File: config.mk
export PLATFORM = sky130hd
export DESIGN_NAME = pin_fall_catcher
export DESIGN_NICKNAME = d
export VERILOG_FILES = /design/src/rtl/pin_fall_catcher_pkg.sv /design/src/rtl/pfc_sync.sv /design/src/rtl/pfc_fall_detect.sv /design/src/rtl/pfc_sticky_bank.sv /design/src/rtl/pfc_prio_enc.sv /design/src/rtl/pin_fall_catcher.sv
export SDC_FILE = /design/constraint.sdc
export NUM_CORES = 1
export LEC_CHECK = 0
export ABC_AREA = 1
export ABC_CLOCK_PERIOD_IN_PS = 900
export CORE_MARGIN = 1
export CORE_UTILIZATION = 40
export CTS_CLUSTER_DIAMETER = 60
export DETAILED_ROUTE_END_ITERATION = 12
export DONT_BUFFER_PORTS = 1
export PLACE_DENSITY = 0.64
export SLEW_MARGIN = 20
export SYNTH_ARGS = -nofsm -noshare
export SYNTH_HDL_FRONTEND = slang
export SYNTH_HIERARCHICAL = 1
export SYNTH_SLANG_ARGS = --single-unit
export TNS_END_PERCENT = 10
File: constraint.sdc
create_clock -name clk -period 0.9 [get_ports clk]
set_input_delay 0 -clock clk [delete_from_list [all_inputs] [get_ports clk]]
set_output_delay 0 -clock clk [all_outputs]
set_load 0.02 [all_outputs]
File: src/rtl/pin_fall_catcher_pkg.sv
package pin_fall_catcher_pkg;
  // Index of the lowest set bit among the first n bits; 0 when none set.
  function automatic int unsigned lowest_set(input logic [31:0] v, input int unsigned n);
    int unsigned r;
    r = 0;
    for (int i = 31; i >= 0; i--) begin
      if (i < int'(n) && v[i]) r = i;
    end
    return r;
  endfunction
endpackage

File: src/rtl/pfc_sync.sv
module pfc_sync #(
  parameter int W      = 8,
  parameter int STAGES = 2
) (
  input  logic         clk,
  input  logic         rst_n,
  input  logic [W-1:0] d_i,
  output logic [W-1:0] q_o
);
  logic [STAGES-1:0][W-1:0] stg;

  // Reset to low: a falling edge then needs a high level first, so no false event.
  always_ff @(posedge clk or negedge rst_n) begin
    if (!rst_n) stg <= '0;
    else        stg <= {stg[STAGES-2:0], d_i};
  end

  assign q_o = stg[STAGES-1];
endmodule

File: src/rtl/pfc_fall_detect.sv
module pfc_fall_detect #(
  parameter int W = 8
) (
  input  logic         clk,
  input  logic         rst_n,
  input  logic [W-1:0] cur_i,
  input  logic [W-1:0] mask_i,
  output logic [W-1:0] fall_o
);
  logic [W-1:0] prev;

  always_ff @(posedge clk or negedge rst_n) begin
    if (!rst_n) prev <= '0;
    else        prev <= cur_i;
  end

  // Changed bits, then keep only those now low, then gate by enable.
  assign fall_o = (prev ^ cur_i) & ~cur_i & mask_i;
endmodule

File: src/rtl/pfc_sticky_bank.sv
module pfc_sticky_bank #(
  parameter int W = 8
) (
  input  logic         clk,
  input  logic         rst_n,
  input  logic [W-1:0] set_i,
  input  logic         clr_en_i,
  input  logic [W-1:0] clr_bits_i,
  output logic [W-1:0] flag_o
);
  for (genvar b = 0; b < W; b++) begin : g_bit
    always_ff @(posedge clk or negedge rst_n) begin
      if (!rst_n)                        flag_o[b] <= 1'b0;
      else if (set_i[b])                 flag_o[b] <= 1'b1;
      else if (clr_en_i && clr_bits_i[b]) flag_o[b] <= 1'b0;
    end
  end
endmodule

File: src/rtl/pfc_prio_enc.sv
module pfc_prio_enc #(
  parameter int W     = 8,
  parameter int IDX_W = 3
) (
  input  logic [W-1:0]     req_i,
  output logic             any_o,
  output logic [IDX_W-1:0] idx_o
);
  import pin_fall_catcher_pkg::*;

  logic [31:0] req_ext;
  assign req_ext = 32'(req_i);
  assign any_o   = |req_i;

  always_comb begin
    idx_o = IDX_W'(lowest_set(req_ext, W));
  end
endmodule

File: src/rtl/pin_fall_catcher.sv
module pin_fall_catcher #(
  parameter int W           = 8,
  parameter int SYNC_STAGES = 2,
  localparam int IDX_W      = (W > 1) ? $clog2(W) : 1
) (
  input  logic             clk,
  input  logic             rst_n,
  input  logic [W-1:0]     pin_i,
  input  logic [W-1:0]     en_mask_i,
  input  logic             rd_en_i,
  input  logic             clr_en_i,
  input  logic [W-1:0]     clr_bits_i,
  output logic [W-1:0]     flags_o,
  output logic [W-1:0]     rd_data_o,
  output logic             pend_any_o,
  output logic [IDX_W-1:0] next_idx_o
);
  logic [W-1:0] pin_s;
  logic [W-1:0] fall_vec;

  pfc_sync #(.W(W), .STAGES(SYNC_STAGES)) sync_i (
    .clk(clk), .rst_n(rst_n), .d_i(pin_i), .q_o(pin_s)
  );

  pfc_fall_detect #(.W(W)) det_i (
    .clk(clk), .rst_n(rst_n), .cur_i(pin_s), .mask_i(en_mask_i), .fall_o(fall_vec)
  );

  pfc_sticky_bank #(.W(W)) bank_i (
    .clk(clk), .rst_n(rst_n), .set_i(fall_vec),
    .clr_en_i(clr_en_i), .clr_bits_i(clr_bits_i), .flag_o(flags_o)
  );

  pfc_prio_enc #(.W(W), .IDX_W(IDX_W)) enc_i (
    .req_i(flags_o), .any_o(pend_any_o), .idx_o(next_idx_o)
  );

  always_ff @(posedge clk or negedge rst_n) begin
    if (!rst_n)       rd_data_o <= '0;
    else if (rd_en_i) rd_data_o <= flags_o;
  end
endmodule

Word level (Yosys, flattened, before mapping)
Cells that the tools add are included.
- output and inout port bits: 20
- word-level logic and storage cells: 57
- flip-flop bits (word level): 40
- bitwise operators: 4
- reduce and logical (&&, ||, !) cells: 17
- muxes and demuxes: 24
- operator list (cell ; number):
    3-bit two-way mux ; 8
    8-bit bitwise AND ; 2
    1-bit two-way mux ; 16
    2-bit nonzero test ; 8
    1-bit logical AND ; 8
    8-bit inverter ; 1
    8-bit OR reduction ; 1
    8-bit bitwise XOR ; 1

Logic depth before layout (Yosys ltp)
Gate-level depths: netlist of run 1.
- depth in word-level cells: 8
- depth in mapped cells: 7

Cells and area by module
The synthesis of run 1 kept the hierarchy.
- by module, submodules not included (module ; seq. area each (sq um) ; cells an instance ; times used ; area an instance (sq um)):
    pfc_sync ; 400.4 ; 24 ; 1 ; 460.4
    pfc_sticky_bank ; 200.2 ; 41 ; 1 ; 325.3
    pin_fall_catcher ; 200.2 ; 34 ; 1 ; 305.3
    pfc_fall_detect ; 200.2 ; 24 ; 1 ; 280.3
    pfc_prio_enc ; 0.0 ; 22 ; 1 ; 98.8

Least setup slack after synthesis of run 1
No wires, ideal clock.
- kind: reg-to-output
- start point: register bank_i.flag_o[5]
- end point: output next_idx_o[0]
- data arrival time: 1114 ps
- slack: -214 ps
- cell stages (with the launch flop): 7
- cells stage by stage: dfrtp_1 inv_1 nand2_1 nand2_1 nand2_1 nand2_1 a21oi_1
- longest elaborated chain between the ends: 6
- ends and longest elaborated chain (what ; line ; source):
    start: declaration ; pfc_sticky_bank.sv:9 ; output logic [W-1:0] flag_o
    start signal: indexed assignment ; pfc_sticky_bank.sv:13 ; if (!rst_n) flag_o[b] <= 1'b0;
    start signal: indexed assignment ; pfc_sticky_bank.sv:14 ; else if (set_i[b]) flag_o[b] <= 1'b1;
    start signal: indexed assignment ; pfc_sticky_bank.sv:15 ; else if (clr_en_i && clr_bits_i[b]) flag_o[b] <= 1'b0;
    3-bit two-way mux (6 in series) ; pin_fall_catcher_pkg.sv:7 ; if (i < int'(n) && v[i]) r = i;
    end: declaration ; pin_fall_catcher.sv:16 ; output logic [IDX_W-1:0] next_idx_o
Every way passes these cells.

Final worst setup path of run 1
- start point: register bank_i.flag_o[6]
- end point: output next_idx_o[0]
- longest elaborated chain between the ends: 7
- ends and longest elaborated chain (what ; line):
    3-bit two-way mux (7 in series) ; pin_fall_catcher_pkg.sv:7
Every way passes these cells.

==> results of run 1 <==
-- metal layers --
| layer | vias up | global-route usage | share of wire |
|---|---|---|---|
| met5 | - | 0 | 0 |
| met4 | 0 | 0.0610 | 0.023 |
| met3 | 8 | 0.0748 | 0.082 |
| met2 | 44 | 0.250 | 0.52 |
| met1 | 473 | 0.149 | 0.37 |
| li1 | 504 | - | - |
-- area by class of cell --
class	instances	area [µm²]	share of cell area
Tap cell	46	57.6	0.0282
Clock buffer	6	41.3	0.0202
Multi-Input combinational cell	78	367	0.179
Clock inverter	2	35.0	0.0171
Timing Repair Buffer	45	474	0.232
Sequential cell	40	1000	0.492
Inverter	17	63.8	0.0312
-- state kept, by name (all words and copies together) (netlist names) --
signal / count
bank_i/flag_o: 8
det_i/prev: 8
rd_data_o: 8
sync_i/q_o: 8
sync_i/stg: 8
-- cells by family after synthesis --
family          Yosys count
simple gates             76
flops                    40
buf+inv                  27
compound gates            2
-- cell usage after synthesis --
cell     instances  area [µm²]
nand2_1         63         236
nor3_2           1        10.0
inv_1           16        60.1
inv_2            1        3.75
a21oi_1          1        5.00
dfrtp_1         40        1000
nand3_1          1        5.00
or2_1            1        6.26
a31oi_1          1        6.26
buf_2            1        5.00
nor2_1           1        3.75
buf_4            8        60.1
buf_6            1        11.3
nor2_2           8        50.1
nand4_1          1        6.26
-- worst max path at each step --
stage | from | to | cells after the start
final | bank_i/flag_o[6]$_DFFE_PN0P_ | next_idx_o[0] | 7
after global routing | bank_i/flag_o[6]$_DFFE_PN0P_ | next_idx_o[0] | 7
after CTS | bank_i/flag_o[6]$_DFFE_PN0P_ | pend_any_o | 3
after detailed placement | bank_i/flag_o[6]$_DFFE_PN0P_ | pend_any_o | 3
after global placement | bank_i/flag_o[6]$_DFFE_PN0P_ | pend_any_o | 3
after floorplan | bank_i/flag_o[6]$_DFFE_PN0P_ | pend_any_o | 3
-- power groups by stage --
stage          Combinational (W)  Sequential (W)  Clock (W)
2_1_floorplan           0.000279         0.00218          0
5_1_grt                 0.000890         0.00206    0.00124
3_3_place_gp            0.000576         0.00205          0
3_5_place_dp            0.000588         0.00206          0
4_1_cts                 0.000758         0.00204    0.00116
6_report                0.000824         0.00204    0.00111
-- through the flow --
stage	total power (W)	std cells	worst slack [ns]	utilization	hold WS (ns)
2_1_floorplan	0.00246	145	-0.108	-	-0.296
3_3_place_gp	0.00263	198	-0.0525	0.468	-0.295
3_5_place_dp	0.00265	198	-0.0865	0.468	-0.295
4_1_cts	0.00396	232	-0.469	0.584	-0.681
5_1_grt	0.00420	234	-0.550	0.598	0.118
6_report	0.00398	234	-0.446	0.598	0.119
-- what timing repair did --
| action | CTS | global route |
|---|---|---|
| resized for setup | 14 | 4 |
| endpoints found under the setup margin | 17 | 20 |
| endpoints found under the hold margin | 64 | 40 |
| hold buffers | 26 | 2 |
==> run_results.csv, run 1 <==
group,metric,value,unit
cells_and_area,nFillCells,281,
cells_and_area,most-common-layout-cells,"nand2_1, dfrtp_1, dlygate4sd3_1, inv_1, buf_6",
floorplanning,die_y,62.6,µm
cts,cts_tree,"yes",
synthesis,synth-seq-area-share,0.681,
power_and_ir_drop,p_switching,0.00108,W
detailed_routing,finalWirelength,2620,µm
setup_path,cp_top_family,"flip-flops",
floorplanning,fp-row-count,21,
cts,clk_latency,0.34,ns
timing,fmax,743,MHz
cells_and_area,area_delta_synth_final,39.0,%
setup_path,worst_r2r_endpoint,"rd_data_o[4]$_DFFE_PN0P_",
synthesis,avgSynthCellArea,10.1,µm²
detailed_routing,ant_nets,0,
cts,clk_path_buf_depth,2,
setup_path,critical_path_class,"reg2out",
power_and_ir_drop,power_frac_seq,0.513,
synthesis,synth_top_family_by_area,"simple AND/OR/NAND/NOR gates",
timing,fin_ws,-0.446,ns
synthesis,synth_nets,173,
synthesis,synth_compound_area_frac,0.00766,
timing,hold_viol,0,
place,globalplace.congestion,0.788,
global_route,grt_pass1_wl,4310,µm
floorplanning,die-area,3920,µm²
power_and_ir_drop,p_leak,1.01,nW
timing,finalClockSkew,0.0120,ns
setup_path,rr_startpoint,"bank_i/flag_o[4]$_DFFE_PN0P_",
synthesis,ys_types,15,
synthesis,synthSimpleGateAreaFrac,0.216,
synthesis,synthXorXnorAreaFrac,0,
cts,cts_buffers,5,
place,dpl-instance-area,1600,µm²
power_and_ir_drop,power.share.switching,0.271,
synthesis,synth_cells,145,
cts,clkSlewWorstSetupHoldPaths,0.11,ns
detailed_routing,via_per_inst,4.40,
synthesis,synthMuxAreaShare,0,
detailed_routing,initialDrtViolationCount,44,
synthesis,ys_ff_latch,40,
power_and_ir_drop,pwr-share-clk,0.279,
setup_path,critPathBufInv,1,
setup_path,cpMaxStageDelayCell,"dfrtp_2",
global_route,overflow,0,
setup_path,cp_cell_sequence,"inv_1, nand2_1, nand2_1, nand2_1, nand2_1, nand2_1, a21oi_4",
power_and_ir_drop,ir_drop,1020,µV
floorplanning,initial_core_util,0.430,
setup_path,reg2reg_depth,3,
status,failed_checks,"negative setup slack",
detailed_routing,drc_errors,0,
setup_path,max_stage_delay,0.42,ns
cts,cts_htree_levels,2,
floorplanning,core,3420,µm²
timing,maxSlewHeadroom,0.754,
flow_run,maxCapViolCount,0,
place,dpl.hpwl,1870,µm
floorplanning,io-pin-count,48,
cells_and_area,nets,215,
timing,setup_viol_count_final,6,
cells_and_area,antennaDiodeCount,0,
synthesis,syn_area,1470,µm²
timing,final.min_clock_period,1.35,ns
timing,fin_setup_tns,-1.67,ns
cells_and_area,final_common_cell,"nand2_1",
setup_path,crit_path_start_kind,"flip-flop",
timing,slew_viol_final,0,
cells_and_area,fin_area,2040,µm²
setup_path,path_common_cell,"nand2_1",
place,io_buffer_count,0,
timing,grt_setup_unrepaired,"yes",
cts,cts.sinks,40,
global_route,grt_pass1_vias,1015,
detailed_routing,vias,1029,
global_route,grt_max_degree,41,
cts,root_buffer,"clkbuf_4",
detailed_routing,avgRoutedWirePerCell,11.2,µm
power_and_ir_drop,power_density,1950,nW/µm²
synthesis,synthAdderAreaFrac,0,
timing,worstMarginPinSlew,0.367,ns
timing,post-route-period-util,1.50,
setup_path,arrival,1.35,ns
power_and_ir_drop,internal_power,0.00290,W
global_route,grt.total_usage,0.146,
status,outcome,"finished with violations",
setup_path,worstPathRequired,0.90,ns
cells_and_area,drive_gt1_frac,0.223,
cts,post_cts_buffers,0,
floorplanning,die_x,62.6,µm
worst_hold_path,hold_class,"in2async",
setup_path,critical_path.max_fanout,3,
synthesis,yosysWarnings,6,
power_and_ir_drop,share_comb_of_total_power,0.207,
setup_path,cp-end-kind,"output pin",
setup_path,r2r_setup_slack,0.03,ns
global_route,antenna_found_initial,0,
detailed_routing,drt_first_pass_iters,4,
Power figures use the tool's default switching activity.
==> inputs of run 2 (changes only) <==
- SYNTH_HIERARCHICAL: 1 -> default
==> run 2 against run 1 <==
- the flow still finishes with violations (negative setup slack)
- global-route usage grew 3.2 points
- worst hold slack worse by 0.027 ns
- die area decreased by 8.3%
- total power is 3.2% higher
- non-clock buffer count rose by 10
- design area grew 0.24%
- clock-buffer cell count stayed put
- clock skew is 0.011 ns lower
- sequential cell count stayed put
- synthesized cell count fell by 27%
- worst setup slack improved by 0.017 ns
- largest cell class unchanged
- largest power group unchanged
==> run_results.csv, run 2 <==
group,metric,value,unit
status,outcome,"finished with violations",
status,failed_checks,"negative setup slack",
power_and_ir_drop,power_frac_seq,0.499,
timing,grt_setup_unrepaired,"yes",
global_route,overflow,0,
timing,worstMarginPinSlew,0.524,ns
power_and_ir_drop,p_total,0.00411,W
synthesis,avgSynthCellArea,12.7,µm²
detailed_routing,drt_first_pass_iters,4,
setup_path,arrival,1.33,ns
synthesis,ys_ff_latch,40,
synthesis,synth_area_leader_cell,"dfrtp_1",
global_route,grt_pass1_vias,1043,
synthesis,synth.most_common_cell,"dfrtp_1",
power_and_ir_drop,ir_drop,1160,µV
synthesis,synth_ff_type,"dfrtp_1",
floorplanning,core,3130,µm²
detailed_routing,drc_errors,0,
power_and_ir_drop,pwr-share-clk,0.277,
global_route,antenna_found_initial,0,
setup_path,rr_startpoint,"bank_i.flag_o[6]$_DFFE_PN0P_",
setup_path,worst_r2r_endpoint,"bank_i.flag_o[6]$_DFFE_PN0P_",
detailed_routing,initialDrtViolationCount,38,
cts,clk_latency,0.34,ns
floorplanning,die_x,60.0,µm
cells_and_area,nFillCells,253,
cts,cts_buffers,5,
worst_hold_path,hold_class,"in2async",
cells_and_area,nets,193,
setup_path,cp_cell_sequence,"inv_2, nand2_2, nor3_4, nand2_2",
setup_path,r2r_setup_slack,-0.08,ns
cells_and_area,drive_gt1_frac,0.386,
timing,maxSlewHeadroom,0.650,
synthesis,syn_area,1350,µm²
cells_and_area,final_common_cell,"dfrtp_1",
detailed_routing,ant_nets,0,
setup_path,critical_path_class,"reg2out",
setup_path,crit_path_start_kind,"flip-flop",
cts,root_buffer,"clkbuf_4",
place,dpl-instance-area,1600,µm²
cts,cts_htree_levels,2,
cells_and_area,antennaDiodeCount,0,
floorplanning,fp-row-count,20,
detailed_routing,vias,971,
place,globalplace.congestion,0.730,
synthesis,ys_types,15,
detailed_routing,finalWirelength,2740,µm
power_and_ir_drop,power.share.switching,0.272,
setup_path,reg2reg_depth,4,
timing,final.min_clock_period,1.33,ns
setup_path,critical_path.max_fanout,3,
cells_and_area,area_delta_synth_final,52.3,%
timing,setup_viol_count_final,13,
synthesis,synth-seq-area-share,0.744,
setup_path,cp-end-kind,"output pin",
cts,clkSlewWorstSetupHoldPaths,0.11,ns
place,io_buffer_count,0,
cts,cts_tree,"yes",
power_and_ir_drop,internal_power,0.00299,W
setup_path,worstPathRequired,0.90,ns
power_and_ir_drop,power_density,2010,nW/µm²
floorplanning,die-area,3600,µm²
synthesis,yosys.area.top_type_share,0.744,
synthesis,synth_nets,134,
timing,fin_setup_tns,-2.01,ns
power_and_ir_drop,share_comb_of_total_power,0.224,
global_route,grt.total_usage,0.178,
synthesis,yosysWarnings,0,
timing,post-route-period-util,1.48,
setup_path,path_common_cell,"nand2_2",
synthesis,synth_cells,106,
setup_path,cpMaxStageDelayCell,"dfrtp_2",
timing,hold_ws,0.0916,ns
floorplanning,io-pin-count,48,
detailed_routing,via_per_inst,4.62,
floorplanning,die_y,60.0,µm
timing,fmax,752,MHz
global_route,grt_max_degree,41,
synthesis,synthArstFlopShare,1.00,
timing,finalClockSkew,0.00125,ns
synthesis,synth.area.top_cells,"dfrtp_1, a21oi_1, a31o_2, inv_1, nand2_1",
synthesis,yosys-top-cells-count,"dfrtp_1, a21oi_1, inv_1",
timing,fin_ws,-0.429,ns
cells_and_area,fin_area,2050,µm²
timing,hold_viol,0,
detailed_routing,avgRoutedWirePerCell,13.0,µm
synthesis,synth_edf_count,0,
power_and_ir_drop,p_switching,0.00112,W
power_and_ir_drop,p_leak,0.970,nW
place,dpl.hpwl,1830,µm
flow_run,maxCapViolCount,0,
global_route,grt_pass1_wl,4470,µm
cts,clk_path_buf_depth,2,
cts,cts.sinks,40,
floorplanning,initial_core_util,0.430,
cells_and_area,most-common-layout-cells,"dfrtp_1, dlygate4sd3_1, a21oi_1, buf_6, buf_4",
timing,slew_viol_final,0,
setup_path,max_stage_delay,0.44,ns
[run 2: cell types whose count changed after synthesis, sizes merged]
cell   change
buf        -7
a21oi     +16
a31o       +8
or2        -1
nand2     -55
[run 2: power groups by stage]
stage               clock [W]  sequential (W)  combinational (W)
floorplan                   0         0.00218           0.000315
global placement            0         0.00205           0.000677
detailed placement          0         0.00207           0.000688
CTS                   0.00119         0.00205           0.000892
global route          0.00125         0.00206           0.000990
finish                0.00114         0.00205           0.000921
[run 2: layout make-up]
type | instances | area [µm²] | share of cell area
well taps | 44 | 55.1 | 0.0269
clock inverters | 2 | 35.0 | 0.0171
multi-input cells | 46 | 299 | 0.146
flip-flops and latches | 40 | 1010 | 0.491
repair buffers | 55 | 548 | 0.268
clock buffers | 6 | 41.3 | 0.0202
inverters | 17 | 63.8 | 0.0312
[run 2: critical path: cells and delay by family (launching register included)]
family | cells | cell delay (ns)
DFF | 1 | 0.44
and+or+nand+nor | 3 | 0.47
buffers and inverters | 1 | 0.08
[run 2: worst max-delay path by stage]
stage                     slack (ns)            end                         start  cells past startpoint
after global routing           -0.50     pend_any_o  bank_i.flag_o[7]$_DFFE_PN0P_                      4
after floorplan                -0.07  next_idx_o[0]  bank_i.flag_o[6]$_DFFE_PN0P_                      7
after global placement         -0.04  next_idx_o[0]  bank_i.flag_o[6]$_DFFE_PN0P_                      7
after CTS                      -0.44     pend_any_o  bank_i.flag_o[7]$_DFFE_PN0P_                      4
final                          -0.43     pend_any_o  bank_i.flag_o[7]$_DFFE_PN0P_                      4
after detailed placement       -0.06  next_idx_o[0]  bank_i.flag_o[6]$_DFFE_PN0P_                      7
[run 2: kinds of logic (layout without fill, tap and decap cells)]
group / count (synthesis) / after routing / share of synthesized area
compound gates: 26 / 26 / 0.123
buf+inv: 20 / 80 / 0.0698
flops: 40 / 40 / 0.744
simple gates: 20 / 20 / 0.0633
[run 2: per-layer routing]
| layer | routed length (µm) | up-vias | part of all wire | global-route usage |
|---|---|---|---|---|
| met5 | 0 | - | 0 | 0 |
| met3 | 119 | 8 | 0.043 | 0.0628 |
| li1 | - | 463 | - | - |
| met2 | 1560 | 29 | 0.57 | 0.340 |
| met4 | 70 | 0 | 0.026 | 0.0831 |
| met1 | 987 | 471 | 0.36 | 0.165 |
[run 2: repair_timing]
item                                    in CTS  in global routing
endpoints found under the hold margin       64                  0
hold buffers                                28                  0
gates cloned                                 0                  0
resized for setup                           17                  3
pin swaps                                    2                  3
buffers inserted                             0                  3
endpoints found under the setup margin      23                 30
[run 2: per-stage QoR]
step                      setup slack [ns]  cells  utilization
after floorplan                    -0.0721    106            -
after global placement             -0.0420    171        0.512
after detailed placement           -0.0608    171        0.512
after CTS                           -0.441    207        0.646
after global routing                -0.498    210        0.655
final                               -0.429    210        0.655
